--- src/rtl/dec64_pkg.sv ---
package dec64_pkg;
  localparam int WORD_W   = 64;
  localparam int EXP_W    = 10;
  localparam int CONT_W   = 8;
  localparam int PFX_W    = 5;
  localparam int DGT_W    = 4;
  localparam int DECL_W   = 10;
  localparam int DECLETS  = 5;
  localparam int DIGITS   = 3 * DECLETS + 1;
  localparam int SIG_W    = DIGITS * DGT_W;
  localparam int TRAIL_W  = DECLETS * DECL_W;
  localparam int CONT_LSB = TRAIL_W;
  localparam int PFX_LSB  = CONT_LSB + CONT_W;

  typedef struct packed {
    logic             sign;
    logic [EXP_W-1:0] expo;
    logic [SIG_W-1:0] sig;
    logic             zero;
    logic             inf;
    logic             qnan;
    logic             snan;
  } dec64_fields_t;
endpackage

--- src/rtl/dec64_declet_dec.sv ---
module dec64_declet_dec
  import dec64_pkg::*;
(
  input  logic [DECL_W-1:0]  dpd_i,
  output logic [3*DGT_W-1:0] bcd_o
);
  logic [DGT_W-1:0] hi, mid, lo;
  logic [9:0] d;
  assign d = dpd_i;

  always_comb begin
    hi  = {1'b0, d[9:7]};
    mid = {1'b0, d[6:4]};
    lo  = {1'b0, d[2:0]};
    if (d[3]) begin
      unique case (d[2:1])
        2'b00: begin
          lo = {3'b100, d[0]};
        end
        2'b01: begin
          mid = {3'b100, d[4]};
          lo  = {1'b0, d[6:5], d[0]};
        end
        2'b10: begin
          hi = {3'b100, d[7]};
          lo = {1'b0, d[9:8], d[0]};
        end
        default: begin
          // two or three large digits, selected by d[6:5]
          unique case (d[6:5])
            2'b00: begin
              hi  = {3'b100, d[7]};
              mid = {3'b100, d[4]};
              lo  = {1'b0, d[9:8], d[0]};
            end
            2'b01: begin
              hi  = {3'b100, d[7]};
              mid = {1'b0, d[9:8], d[4]};
              lo  = {3'b100, d[0]};
            end
            2'b10: begin
              mid = {3'b100, d[4]};
              lo  = {3'b100, d[0]};
            end
            default: begin
              hi  = {3'b100, d[7]};
              mid = {3'b100, d[4]};
              lo  = {3'b100, d[0]};
            end
          endcase
        end
      endcase
    end
  end

  assign bcd_o = {hi, mid, lo};

  always_comb begin
    a_r6_digit_range: assert (hi <= 4'd9 && mid <= 4'd9 && lo <= 4'd9);
  end
endmodule

--- src/rtl/dec64_prefix_dec.sv ---
module dec64_prefix_dec
  import dec64_pkg::*;
(
  input  logic [PFX_W-1:0]  pfx_i,
  input  logic [CONT_W-1:0] cont_i,
  output logic [EXP_W-1:0]  exp_o,
  output logic [DGT_W-1:0]  lead_o,
  output logic              inf_o,
  output logic              nan_o,
  output logic              snan_o
);
  logic [1:0] exp_msb;

  always_comb begin
    inf_o   = 1'b0;
    nan_o   = 1'b0;
    snan_o  = 1'b0;
    exp_msb = 2'b00;
    lead_o  = '0;
    if (pfx_i[4:1] == 4'b1111) begin
      nan_o  = pfx_i[0];
      inf_o  = ~pfx_i[0];
      snan_o = pfx_i[0] & cont_i[CONT_W-1];
    end else if (pfx_i[4:3] == 2'b11) begin
      exp_msb = pfx_i[2:1];
      lead_o  = {3'b100, pfx_i[0]};
    end else begin
      exp_msb = pfx_i[4:3];
      lead_o  = {1'b0, pfx_i[2:0]};
    end
  end

  assign exp_o = (inf_o | nan_o) ? '0 : {exp_msb, cont_i};

  always_comb begin
    a_r3_lead_range: assert (lead_o <= 4'd9);
  end
endmodule

--- src/rtl/dec64_out_stage.sv ---
module dec64_out_stage #(
  parameter int W       = 8,
  parameter bit REG_OUT = 1'b1
) (
  input  logic         clk_i,
  input  logic         rst_ni,
  input  logic [W-1:0] d_i,
  output logic [W-1:0] q_o
);
  generate
    if (REG_OUT) begin : g_reg
      always_ff @(posedge clk_i or negedge rst_ni) begin
        if (!rst_ni) q_o <= '0;
        else         q_o <= d_i;
      end
    end else begin : g_pass
      assign q_o = d_i;
    end
  endgenerate
endmodule

--- src/rtl/dec64_unpack.sv ---
module dec64_unpack
  import dec64_pkg::*;
#(
  parameter bit REG_OUT = 1'b1
) (
  input  logic              clk_i,
  input  logic              rst_ni,
  input  logic [WORD_W-1:0] word_i,
  output logic              sign_o,
  output logic [EXP_W-1:0]  exp_o,
  output logic [SIG_W-1:0]  sig_o,
  output logic              zero_o,
  output logic              inf_o,
  output logic              qnan_o,
  output logic              snan_o
);
  localparam int FW = $bits(dec64_fields_t);

  logic [EXP_W-1:0] pfx_exp;
  logic [DGT_W-1:0] lead;
  logic             is_inf, is_nan, is_snan;
  logic [SIG_W-1:0] sig_d;
  dec64_fields_t    f_d, f_q;
  logic [FW-1:0]    q_vec;

  dec64_prefix_dec u_pfx (
    .pfx_i  (word_i[PFX_LSB +: PFX_W]),
    .cont_i (word_i[CONT_LSB +: CONT_W]),
    .exp_o  (pfx_exp),
    .lead_o (lead),
    .inf_o  (is_inf),
    .nan_o  (is_nan),
    .snan_o (is_snan)
  );

  generate
    for (genvar k = 0; k < DECLETS; k++) begin : g_decl
      dec64_declet_dec u_dd (
        .dpd_i (word_i[k*DECL_W +: DECL_W]),
        .bcd_o (sig_d[k*3*DGT_W +: 3*DGT_W])
      );
    end
  endgenerate

  assign sig_d[SIG_W-1 -: DGT_W] = lead;

  always_comb begin
    f_d.sign = word_i[WORD_W-1];
    f_d.expo = pfx_exp;
    f_d.sig  = sig_d;
    f_d.zero = ~(is_inf | is_nan) & (sig_d == '0);
    f_d.inf  = is_inf;
    f_d.qnan = is_nan & ~is_snan;
    f_d.snan = is_snan;
  end

  dec64_out_stage #(.W(FW), .REG_OUT(REG_OUT)) u_out (
    .clk_i  (clk_i),
    .rst_ni (rst_ni),
    .d_i    (f_d),
    .q_o    (q_vec)
  );

  assign f_q    = dec64_fields_t'(q_vec);
  assign sign_o = f_q.sign;
  assign exp_o  = f_q.expo;
  assign sig_o  = f_q.sig;
  assign zero_o = f_q.zero;
  assign inf_o  = f_q.inf;
  assign qnan_o = f_q.qnan;
  assign snan_o = f_q.snan;

  a_r4_class_onehot: assert property (@(posedge clk_i) disable iff (!rst_ni)
    $onehot0({zero_o, inf_o, qnan_o, snan_o}));

  a_r7_zero_digits: assert property (@(posedge clk_i) disable iff (!rst_ni)
    zero_o |-> (sig_o == '0));

  a_r5_special_fields: assert property (@(posedge clk_i) disable iff (!rst_ni)
    (inf_o | qnan_o | snan_o) |-> (exp_o == '0 && sig_o[SIG_W-1 -: DGT_W] == '0));
endmodule

--- config.mk ---
export PLATFORM = sky130hd
export DESIGN_NAME = dec64_unpack
export DESIGN_NICKNAME = d
export VERILOG_FILES = /design/src/rtl/dec64_pkg.sv /design/src/rtl/dec64_declet_dec.sv /design/src/rtl/dec64_prefix_dec.sv /design/src/rtl/dec64_out_stage.sv /design/src/rtl/dec64_unpack.sv
export SDC_FILE = /design/constraint.sdc
export NUM_CORES = 1
export LEC_CHECK = 0
export CORE_MARGIN = 2
export CORE_UTILIZATION = 38
export CTS_CLUSTER_SIZE = 16
export DETAILED_ROUTE_END_ITERATION = 10
export GPL_TIMING_DRIVEN = 0
export PLACE_DENSITY_LB_ADDON = 0.2
export SLEW_MARGIN = 20
export SYNTH_ARGS = -nofsm -noshare
export SYNTH_HDL_FRONTEND = slang
export SYNTH_SLANG_ARGS = --single-unit
--- constraint.sdc ---
create_clock -name clk_i -period 0.8 [get_ports clk_i]
set_clock_uncertainty 0.15 [all_clocks]
set_input_delay 0.12 -clock clk_i [delete_from_list [all_inputs] [get_ports clk_i]]
set_output_delay 0.12 -clock clk_i [all_outputs]
set_load 0.01 [all_outputs]
== Yosys cells after proc, flatten, opt, wreduce, memory -nomap -nowiden ==
Index checks and enable logic that the tools add are counted.
Cells by class
  reductions and logical operators: 21
  bitwise logic cells: 7
  equal/unequal tests: 22
  multiplexer cells: 53
Operators by type and width (count)
  4-bit 2-to-1 mux: 32
  4-bit case mux with 2 select lines: 10
  64-bit zero test: 1
  4-bit case mux with 3 select lines: 5
  2-bit == test (second input constant): 11
  2-bit by 1-bit == test with 1-bit output (second input constant): 10
  2-bit zero test: 10
  2-bit OR reduction: 10
  10-bit 2-to-1 mux: 1
  4-bit == test (second input constant): 1
  2-bit 2-to-1 mux: 2
  1-bit AND: 3
  1-bit 2-to-1 mux: 3
  1-bit NOT: 3
  1-bit OR: 1
Storage, ports and cells
  output and inout bits: 79
  bits in registers: 79
  bits of input ports: 66

== Logic depth before layout (Yosys ltp) ==
Gate-level depths: netlist of run 1.
  word-level depth: 6
  mapped depth: 7

== By module ==
Synthesis of run 1 repeated with hierarchy kept, for this count alone.
Unflattened totals
  cell total of the unflattened synthesis: 267
  area, all modules: 3119.2 um^2
By module, submodules not included
  dec64_out_stage: cells an instance 79, seq. area each 1976.9 um^2, instances 1, area each 1976.9 um^2
  dec64_declet_dec: cells an instance 28, seq. area each 0.0 um^2, instances 5, area each 163.9 um^2
  dec64_prefix_dec: cells an instance 24, seq. area each 0.0 um^2, instances 1, area each 168.9 um^2
  dec64_unpack: cells an instance 24, seq. area each 0.0 um^2, instances 1, area each 153.9 um^2

== Worst setup path before layout of run 1 ==
No wires, ideal clock.
  kind: input port to flip-flop
  start: input word_i[41]
  end: register u_out.q_o[3]
  arrival: 1389 ps
  cell stages on the path: 5
  path slack: -835 ps
  cell sequence: clkbuf_1 > mux2_1 > a221oi_1 > nand4b_1 > nor4_2
RTL lines
  from (decl): RTL line dec64_unpack.sv:8  | input logic [WORD_W-1:0] word_i,
  to (signal assigned): RTL line dec64_out_stage.sv:14  | else q_o <= d_i;
  to (decl): RTL line dec64_out_stage.sv:8  | output logic [W-1:0] q_o

==> reports/metrics.cfg, run 1 <==
[clock_tree]
cts-root-buf = clkbuf_8
clock-sinks = 79
cts.reportedPaths.clkPinSlew_ns = 0.08
cts_made_buffers = 9
cts_tree = done
htreeDepth = 3
cts_buffer_depth = 2

[die]
start_util_pct = 39.2
die_y_um = 96.1
dieArea_mm2 = 0.00923
die_x_um = 96.1
fp-row-count = 33
ios = 145
coreArea_mm2 = 0.00822

[logic_synthesis]
avgSynthCellArea_um2 = 11.4
synth_top_cell_by_area = dfrtp_1
synth_seq_cells = 79
ys.flop_type = dfrtp_1
syn_inst = 282
synthArstFlopShare_pct = 100
syn_nets = 348
synthDistinctLibCells = 48
synth-edff-count = 0
syn_area_mm2 = 0.00322
synth_top_area_share_pct = 61.3
synth_area_leaders = dfrtp_1 (61%), and2_1 (2.7%), nand2b_1 (2.5%)
seq_area_frac_synth_pct = 61.3
yosys_warnings = 0

[worst_setup_path]
path_buf_inv = 1
crit_type = in -> reg
cp-start-kind = primary input
crit_start = word_i[35]
crit_path_cell_trace = buf_8 > nand2b_4 > o22ai_2 > a32o_2 > or4_4 > nor4_4
path_max_fanout = 6
cp_top_family = simple AND/OR/NAND/NOR gates
max_stage_delay_ns = 0.52
cp_slowest_cell = or4_4
crit_path_end_kind = register
arrival_ns = 1.41
crit_required_ns = 0.90
crit_cells = 6
critPathCapture = u_out.q_o[3]

[placement]
dp_hpwl_um = 6610
port_buffers = 135
gp_congestion = 0.824

[drt]
wl_um = 9070
ant_nets = 0
drt_first_pass_iters = 4
vias = 2793
vias_per_cell = 4.97
drc_errors = 0
drtIter0Drc = 78
wire_per_inst_um = 16.1

[power_and_ir_drop]
power_density_mw_per_mm2 = 1810
total_leakage_power_nw = 2.51
peakVddDrop_mv = 0.879

[sta]
finalSetupViolCount = 80
achievable-frequency_mhz = 765
fin_ws_ns = -0.507
post-route-period-util_pct = 163
drv_slew = 0
slew_headroom_pct = 70.9
rsz0062_at_grt = yes
layout_min_cycle_time_ns = 1.31
worst_pin_slew_ns = 0.436
finalHoldViolCount = 122
whs_ns = -0.436

[final_layout]
seq_area_mm2 = 0.00198
largest_reg_flops = 79
synthToLayoutAreaGrowth_pct = 59.4
mostFrequentLayoutCells = dfrtp_1 (79), buf_2 (78), buf_6 (30)
drive_gt1_share_pct = 44.6
layout_commonest_cell = dfrtp_1
antenna_cells = 0
multi_input_area_mm2 = 0.00136
largest-register = u_out.q_o
fillCellCount = 688
utilization_pct = 62.5
final_nets = 518
reg_top3 = u_out.q_o: 79 flops

[global_routing]
grt_pass1_wl_um = 13600
grt_max_degree = 49
grt_pass1_vias = 2702
grt_use_total_pct = 19.5
gr-total-overflow = 0
antenna_found_initial = 0

[status]
violations = negative hold slack, negative setup slack
status = finished with violations

[hold_path]
min_path_type = in -> async

[flow_run]
max_cap_viol_count = 0

[cell type report]
type                            count  share of cell area, %
Buffer                             12                   3.43
Clock buffer                        9                   2.41
Clock inverter                      7                   2.02
Inverter                           17                   1.24
Multi-Input combinational cell    174                   26.4
Sequential cell                    79                   38.5
Tap cell                          105                   2.56
Timing Repair Buffer              159                   23.4
[cell usage after synthesis, types with 3 or more instances]
cell,number
a21boi_0,3
a21o_1,3
a21oi_1,8
a31oi_1,5
and2_1,14
and3b_1,6
buf_2,4
clkbuf_1,6
dfrtp_1,79
inv_1,17
nand2_1,18
nand2b_1,13
nand3_1,4
nand3b_1,3
nand4b_1,7
nor2_1,14
nor2b_1,9
nor3_1,3
nor4_1,8
o211ai_1,6
o21a_1,5
o21ai_0,6
o22ai_1,7
[metal layers]
metal | global-route usage [%] | wire length, um | vias up
li1 | - | - | 1333
met1 | 24.8 | 3780 | 1362
met2 | 33.2 | 4710 | 91
met3 | 4.15 | 499 | 7
met4 | 6.07 | 72 | 0
met5 | 0 | 0 | -
[metrics by stage]
| stage | instances | total power, W | TNS, ns | setup WS [ns] | cell area (um^2) |
|---|---|---|---|---|---|
| after floorplan | 282 | 0.00502 | -2.01 | -0.668 | 3370 |
| after global routing | 562 | 0.00972 | -28.23 | -0.573 | 5140 |
| final | 562 | 0.00931 | -24.92 | -0.507 | 5140 |
| after CTS | 559 | 0.00930 | -26.28 | -0.459 | 5000 |
| after detailed placement | 523 | 0.00610 | -65.46 | -1.54 | 4870 |
| after global placement | 522 | 0.00606 | -317.70 | -3.24 | 4850 |
[kinds of logic after synthesis]
family | synth area share (%)
compound gates | 13.1
flops | 61.3
simple gates | 21.2
buf+inv | 4.00
mux | 0.349
[how the worst min path moves through the flow]
stage	startpoint	end	slack, ns	depth (start not counted)
floorplan	rst_ni	u_out.q_o[0]	-0.33	0
global placement	word_i[11]	u_out.q_o[17]	0.21	2
detailed placement	rst_ni	u_out.q_o[78]	-0.05	1
CTS	rst_ni	u_out.q_o[78]	-0.43	1
global route	rst_ni	u_out.q_o[78]	-0.42	1
finish	rst_ni	u_out.q_o[78]	-0.44	1
[report_power, final]
part           internal (W)  total [W]  switching (W)
Clock               0.00179    0.00333        0.00154
Combinational      0.000841    0.00168       0.000838
Sequential          0.00423    0.00430      0.0000750
Total               0.00686    0.00931        0.00245
[repair_timing]
item / in CTS / in global routing
endpoints found under the hold margin: 137 / 90
endpoints found under the setup margin: 141 / 96
buffers inserted: 9 / 2
gates cloned: 1 / 0
pin swaps: 25 / 17
hold buffers: 10 / 1
resized for setup: 514 / 45
Power figures use the tool's default switching activity.
==> inputs of run 2 (changes only) <==
PLACE_DENSITY = 0.81   (was not set)
PLACE_DENSITY_LB_ADDON = not set   (was 0.2)
==> run 2 against run 1 <==
The run still ends with negative hold slack, negative setup slack left. Sequential power barely moved. Global-route usage up 1.7 points. Worst hold slack better by 0.030 ns. First-iteration DRC count shrank 35%. Flip-flop and latch count unchanged. Final area up 1.8%. Combinational power increased by 5%. Final cell count rose by 1.6%. Largest cell class unchanged. Highest routed layer unchanged.
==> reports/metrics.cfg, run 2 (synthesis gave the netlist of run 1 again) <==
[status]
status = finished with violations
violations = negative hold slack, negative setup slack

[final_layout]
reg_top3 = u_out.q_o: 79 flops
largest-register = u_out.q_o
layout_commonest_cell = dfrtp_1
instances_no_fill = 571  ; +1.6%
final_nets = 526  ; +1.5%
largest_reg_flops = 79  ; unchanged
mostFrequentLayoutCells = dfrtp_1 (79), buf_2 (74), buf_6 (33)
synthToLayoutAreaGrowth_pct = 62.3
drive_gt1_share_pct = 47.1  ; +2.5 points

[power_and_ir_drop]
total_leakage_power_nw = 2.53  ; +0.85%
peakVddDrop_mv = 0.970  ; +10%
power_density_mw_per_mm2 = 1720  ; -5.1%
p_sw_w = 0.00242  ; -1.1%
combPwrFrac_pct = 19.7  ; +1.7 points
pwr-share-seq_pct = 47.9  ; +1.7 points
switching_share_pct = 26.9  ; +0.62 points
p_clk_share_pct = 32.4  ; -3.4 points
internal_power_w = 0.00657  ; -4.2%

[placement]
dp_hpwl_um = 6850  ; +3.5%
gp_congestion = 0.841  ; +2.0%
dp_cells = 523  ; unchanged
port_buffers = 135  ; unchanged
dp_slack_ns = -1.62  ; -0.0750 ns

[clock_tree]
htreeDepth = 3  ; unchanged
cts_made_buffers = 9  ; unchanged
clock-sinks = 79  ; unchanged
hold_buffers = 10  ; unchanged
cts.reportedPaths.clkPinSlew_ns = 0.08  ; about the same
cts_buffer_depth = 2  ; unchanged
cts-root-buf = clkbuf_8
cts_tree = done

[worst_setup_path]
crit_required_ns = 0.90  ; about the same
path_max_fanout = 6  ; unchanged
cp_top_family = simple AND/OR/NAND/NOR gates
crit_path_frequent_cell = buf_6
cp_slowest_cell = or4_4
arrival_ns = 1.43  ; +0.02 ns
cp-start-kind = primary input
crit_path_end_kind = register
max_stage_delay_ns = 0.52  ; about the same
crit_path_cell_trace = buf_6 > buf_6 > o21ai_0 > a32o_2 > or4_4 > nor4_4
crit_start = word_i[32]
path_buf_inv = 2  ; +1
crit_type = in -> reg

[sta]
post-route-period-util_pct = 167  ; +3.1 points
achievable-frequency_mhz = 751  ; -1.9%
setup_tns_ns = -24.94  ; -0.0281 ns
finalSetupViolCount = 84  ; +5.0%
drv_slew = 0  ; unchanged
slew_headroom_pct = 67.4  ; -3.5 points
fin_ws_ns = -0.532  ; -0.0251 ns
whs_ns = -0.407  ; +0.0297 ns
worst_pin_slew_ns = 0.489  ; +0.0528 ns
finalHoldViolCount = 123  ; +0.82%
rsz0062_at_grt = yes
layout_min_cycle_time_ns = 1.33  ; +0.0251 ns

[global_routing]
grt_use_total_pct = 21.2  ; +1.7 points
grt.busiest_layer = met2
met2_usage_pct = 37.4  ; +4.2 points
antenna_found_initial = 1  ; +1
gr-total-overflow = 0  ; unchanged
grt_max_degree = 43  ; -12%
grt_pass1_wl_um = 14500  ; +7.0%
met1_usage_pct = 25.1  ; +0.33 points
grt.met3_usage_pct = 4.93  ; +0.78 points
grt_pass1_vias = 2842  ; +5.2%

[die]
ios = 145  ; unchanged
die_y_um = 96.1  ; unchanged
dieArea_mm2 = 0.00923  ; unchanged
coreArea_mm2 = 0.00822  ; unchanged
start_util_pct = 39.2  ; unchanged
fp-row-count = 33  ; unchanged
die_x_um = 96.1  ; unchanged

[drt]
drtIter0Drc = 51  ; -35%
vias_per_cell = 5.08  ; +2.2%
drc_errors = 0  ; unchanged
wl_um = 9890  ; +9.1%
vias = 2899  ; +3.8%
drt_first_pass_iters = 4  ; unchanged
ant_nets = 0  ; unchanged
wire_per_inst_um = 17.3  ; +7.3%

[flow_run]
max_cap_viol_count = 0  ; unchanged

[hold_path]
min_path_type = in -> async

[run 2: cell count changes in the layout (fill, tap and decap cells not counted), moves of 2 or more]
cell | previous run | this run
a21oi_4 | 0 | 2
clkdlybuf4s15_2 | 2 | 5
a21oi_2 | 4 | 2
buf_2 | 78 | 74
a31oi_1 | 5 | 3
buf_4 | 13 | 22
a31oi_2 | 0 | 2
clkinv_4 | 1 | 3
buf_6 | 30 | 33
clkbuf_8 | 15 | 12
[run 2: layout make-up]
| type | instances | area, um^2 |
|---|---|---|
| Clock inverter | 6 | 71.3 |
| Buffer | 12 | 169 |
| Clock buffer | 10 | 128 |
| Timing Repair Buffer | 167 | 1280 |
| Antenna cell | 1 | 2.50 |
| Tap cell | 105 | 131 |
| Sequential cell | 79 | 1980 |
| Multi-Input combinational cell | 174 | 1400 |
| Inverter | 17 | 66.3 |
| Fill cell | 645 | 2990 |
[run 2: power groups by stage]
stage               clock (W)  combinational, W  sequential [W]
floorplan                   0          0.000514         0.00451
global placement            0           0.00168         0.00438
detailed placement          0           0.00172         0.00438
CTS                   0.00296           0.00168         0.00430
global route          0.00315           0.00192         0.00433
finish                0.00291           0.00177         0.00431
[run 2: path summary, 6_finish.rpt]
path | end | slack (ns) | depth (start not counted)
max | u_out.q_o[3] | -0.53 | 6
min in group clk_i | u_out.q_o[2] | -0.13 | 2
min | u_out.q_o[45] | -0.41 | 1
max in group asynchronous | u_out.q_o[32] | 0.33 | 2
[run 2: through the flow]
stage | util (%) | power, W | hold WS (ns) | cell area (um^2)
floorplan | - | 0.00502 | -0.326 | 3370
CTS | 62.1 | 0.00894 | -0.400 | 5110
global placement | 59.0 | 0.00606 | 0.215 | 4850
detailed placement | 59.2 | 0.00610 | -0.0314 | 4870
global route | 63.7 | 0.00939 | -0.386 | 5230
finish | 63.7 | 0.00899 | -0.407 | 5230
[run 2: repair_timing]
action | CTS | global route
setup buffers | 21 | 2
hold endpoints to repair | 95 | 77
cloned | 1 | 0
pin swaps | 26 | 19
endpoints found under the setup margin | 142 | 99
gates resized for setup | 528 | 39
[run 2: layer usage]
metal	share of wire [%]	wire, um
met1	38	3790
met2	51	5070
met5	0	0
met3	8.5	843
met4	1.8	177
==> inputs of run 3 (changes only) <==
CORE_UTILIZATION = 42   (was 38)
PLACE_DENSITY = 0.85   (was 0.81)
clock period = 1.5 ns   (was 0.8 ns; I/O delays follow)
==> run 3 against run 2 <==
The flow now finishes without violations. Wire length decreased by 2.4%. Total power decreased by 47%. Count of clock-buffer cells in the layout unchanged. Sequential power decreased by 47%. Critical path depth unchanged. Clock power decreased by 44%. Critical endpoint unchanged. Utilization increased by 7.2 points. Largest cell class unchanged. Global-route usage increased by 1.1 points. Final cell count decreased by 1.6%. Die area decreased by 9.1%.
==> reports/metrics.cfg, run 3 (synthesis gave the netlist of run 1 again) <==
[clock_tree]
cts-root-buf = clkbuf_8
cts_buffer_depth = 2  ; unchanged
cts_tree = done
cts_made_buffers = 9  ; unchanged
htreeDepth = 3  ; unchanged
cts.reportedPaths.clkPinSlew_ns = 0.08  ; about the same
clock-sinks = 79  ; unchanged

[final_layout]
largest-register = u_out.q_o
synthToLayoutAreaGrowth_pct = 61.2
largest_reg_flops = 79  ; unchanged
mostFrequentLayoutCells = dlygate4sd2_1 (84), dfrtp_1 (79), clkbuf_2 (23)
final_nets = 523  ; -0.57%
instances_no_fill = 562  ; -1.6%
layout_commonest_cell = dlygate4sd2_1
drive_gt1_share_pct = 20.8  ; -26 points
reg_top3 = u_out.q_o: 79 flops
fillCellCount = 550  ; -15%

[die]
start_util_pct = 44.0  ; +4.7 points
dieArea_mm2 = 0.00839  ; -9.1%
fp-row-count = 31  ; -6.1%
coreArea_mm2 = 0.00733  ; -11%
die_x_um = 91.6  ; -4.7%
die_y_um = 91.6  ; -4.7%
ios = 145  ; unchanged

[drt]
drtIter0Drc = 128  ; +150%
vias_per_cell = 5.14  ; +1.3%
drt_first_pass_iters = 4  ; unchanged
vias = 2889  ; -0.34%
drc_errors = 0  ; unchanged
wire_per_inst_um = 17.2  ; -0.81%
ant_nets = 0  ; unchanged
wl_um = 9650  ; -2.4%

[sta]
achievable-frequency_mhz = 684
layout_min_cycle_time_ns = 1.46
slew_headroom_pct = 68.4  ; +0.99 points
post-route-period-util_pct = 97.5
worst_pin_slew_ns = 0.474  ; -0.0148 ns
finalSetupViolCount = 0  ; -100%
drv_slew = 0  ; unchanged
finalHoldViolCount = 0  ; -100%

[worst_setup_path]
crit_type = in -> reg
crit_path_end_kind = register
arrival_ns = 1.57  ; +0.14 ns
cp-start-kind = primary input
crit_required_ns = 1.61  ; +0.71 ns
path_max_fanout = 2  ; -4

[power_and_ir_drop]
peakVddDrop_mv = 0.452  ; -53%
power_density_mw_per_mm2 = 922  ; -46%
total_leakage_power_nw = 2.66  ; +5.1%
finalPower_w = 0.00479  ; -47%

[placement]
gp_congestion = 0.847  ; +0.79%
dp_hpwl_um = 6620  ; -3.4%
port_buffers = 135  ; unchanged
dp_cells = 517  ; -1.1%

[status]
status = finished clean

[global_routing]
antenna_found_initial = 1  ; unchanged
grt_max_degree = 45  ; +4.7%
grt_pass1_vias = 2891  ; +1.7%
gr-total-overflow = 0  ; unchanged
grt_pass1_wl_um = 14400  ; -0.81%
grt_use_total_pct = 22.2  ; +1.1 points

[hold_path]
min_path_type = in -> reg

[flow_run]
max_cap_viol_count = 0  ; unchanged

-- run 3: final cells by class --
type	count	area [um^2]	share of cell area (%)
diodes	1	2.50	0.0482
repair buffers	165	1470	28.2
inverters	17	63.8	1.23
clock inverters	6	67.6	1.30
multi-input cells	174	1270	24.5
plain buffers	11	85.1	1.64
well taps	99	124	2.38
flip-flops and latches	79	1980	38.0
clock buffers	10	138	2.65
-- run 3: stage by stage --
| stage | utilization (%) | cell area, um^2 | setup slack [ns] | TNS [ns] | hold WS [ns] |
|---|---|---|---|---|---|
| after floorplan | - | 3240 | -0.0736 | -0.0736 | -0.221 |
| after global placement | 64.4 | 4720 | -2.56 | -204.72 | 0.348 |
| after detailed placement | 64.6 | 4740 | -0.876 | -4.25 | 0.0625 |
| after CTS | 68.6 | 5030 | -0.138 | -0.138 | 0.00984 |
| after global routing | 70.9 | 5200 | -0.0408 | -0.0408 | 0.00619 |
| final | 70.9 | 5200 | 0.0380 | 0 | 0.0108 |
-- run 3: path summary, 6_finish.rpt --
check	start	endpoint	slack, ns	cells after the start
max	word_i[27]	u_out.q_o[3]	0.04	6
min	word_i[9]	u_out.q_o[14]	0.01	2
max in group asynchronous	rst_ni	u_out.q_o[32]	0.39	3
min in group asynchronous	rst_ni	u_out.q_o[56]	0.22	2
-- run 3: report_power, final --
| group | internal, W | total [W] | switching (W) |
|---|---|---|---|
| clock | 0.000823 | 0.00164 | 0.000817 |
| combinational | 0.000419 | 0.000862 | 0.000443 |
| sequential | 0.00225 | 0.00229 | 0.0000336 |
-- run 3: routing by layer --
metal | vias up | global-route usage, % | share of wire [%]
met4 | 0 | 10.1 | 2.7
met1 | 1389 | 25.9 | 39
met5 | - | 0 | 0
met2 | 126 | 38.5 | 53
met3 | 21 | 5.39 | 5.2
li1 | 1353 | - | -
-- run 3: repair_timing --
item                       4_1_cts  5_1_grt
hold endpoints to repair        44       11
cloned                           1        0
pin swaps                       13       21
gates resized for setup        129       97
hold buffers                    10       11
buffers inserted                 5        2
setup endpoints to repair       80        2
-- run 3: worst max-delay path: stages --
cell	delay, ns
dlygate4sd2_1	0.26
nor4_2	0.29
nand3_2	0.17
a2111oi_4	0.21
nand4_1	0.18
nor4_4	0.22
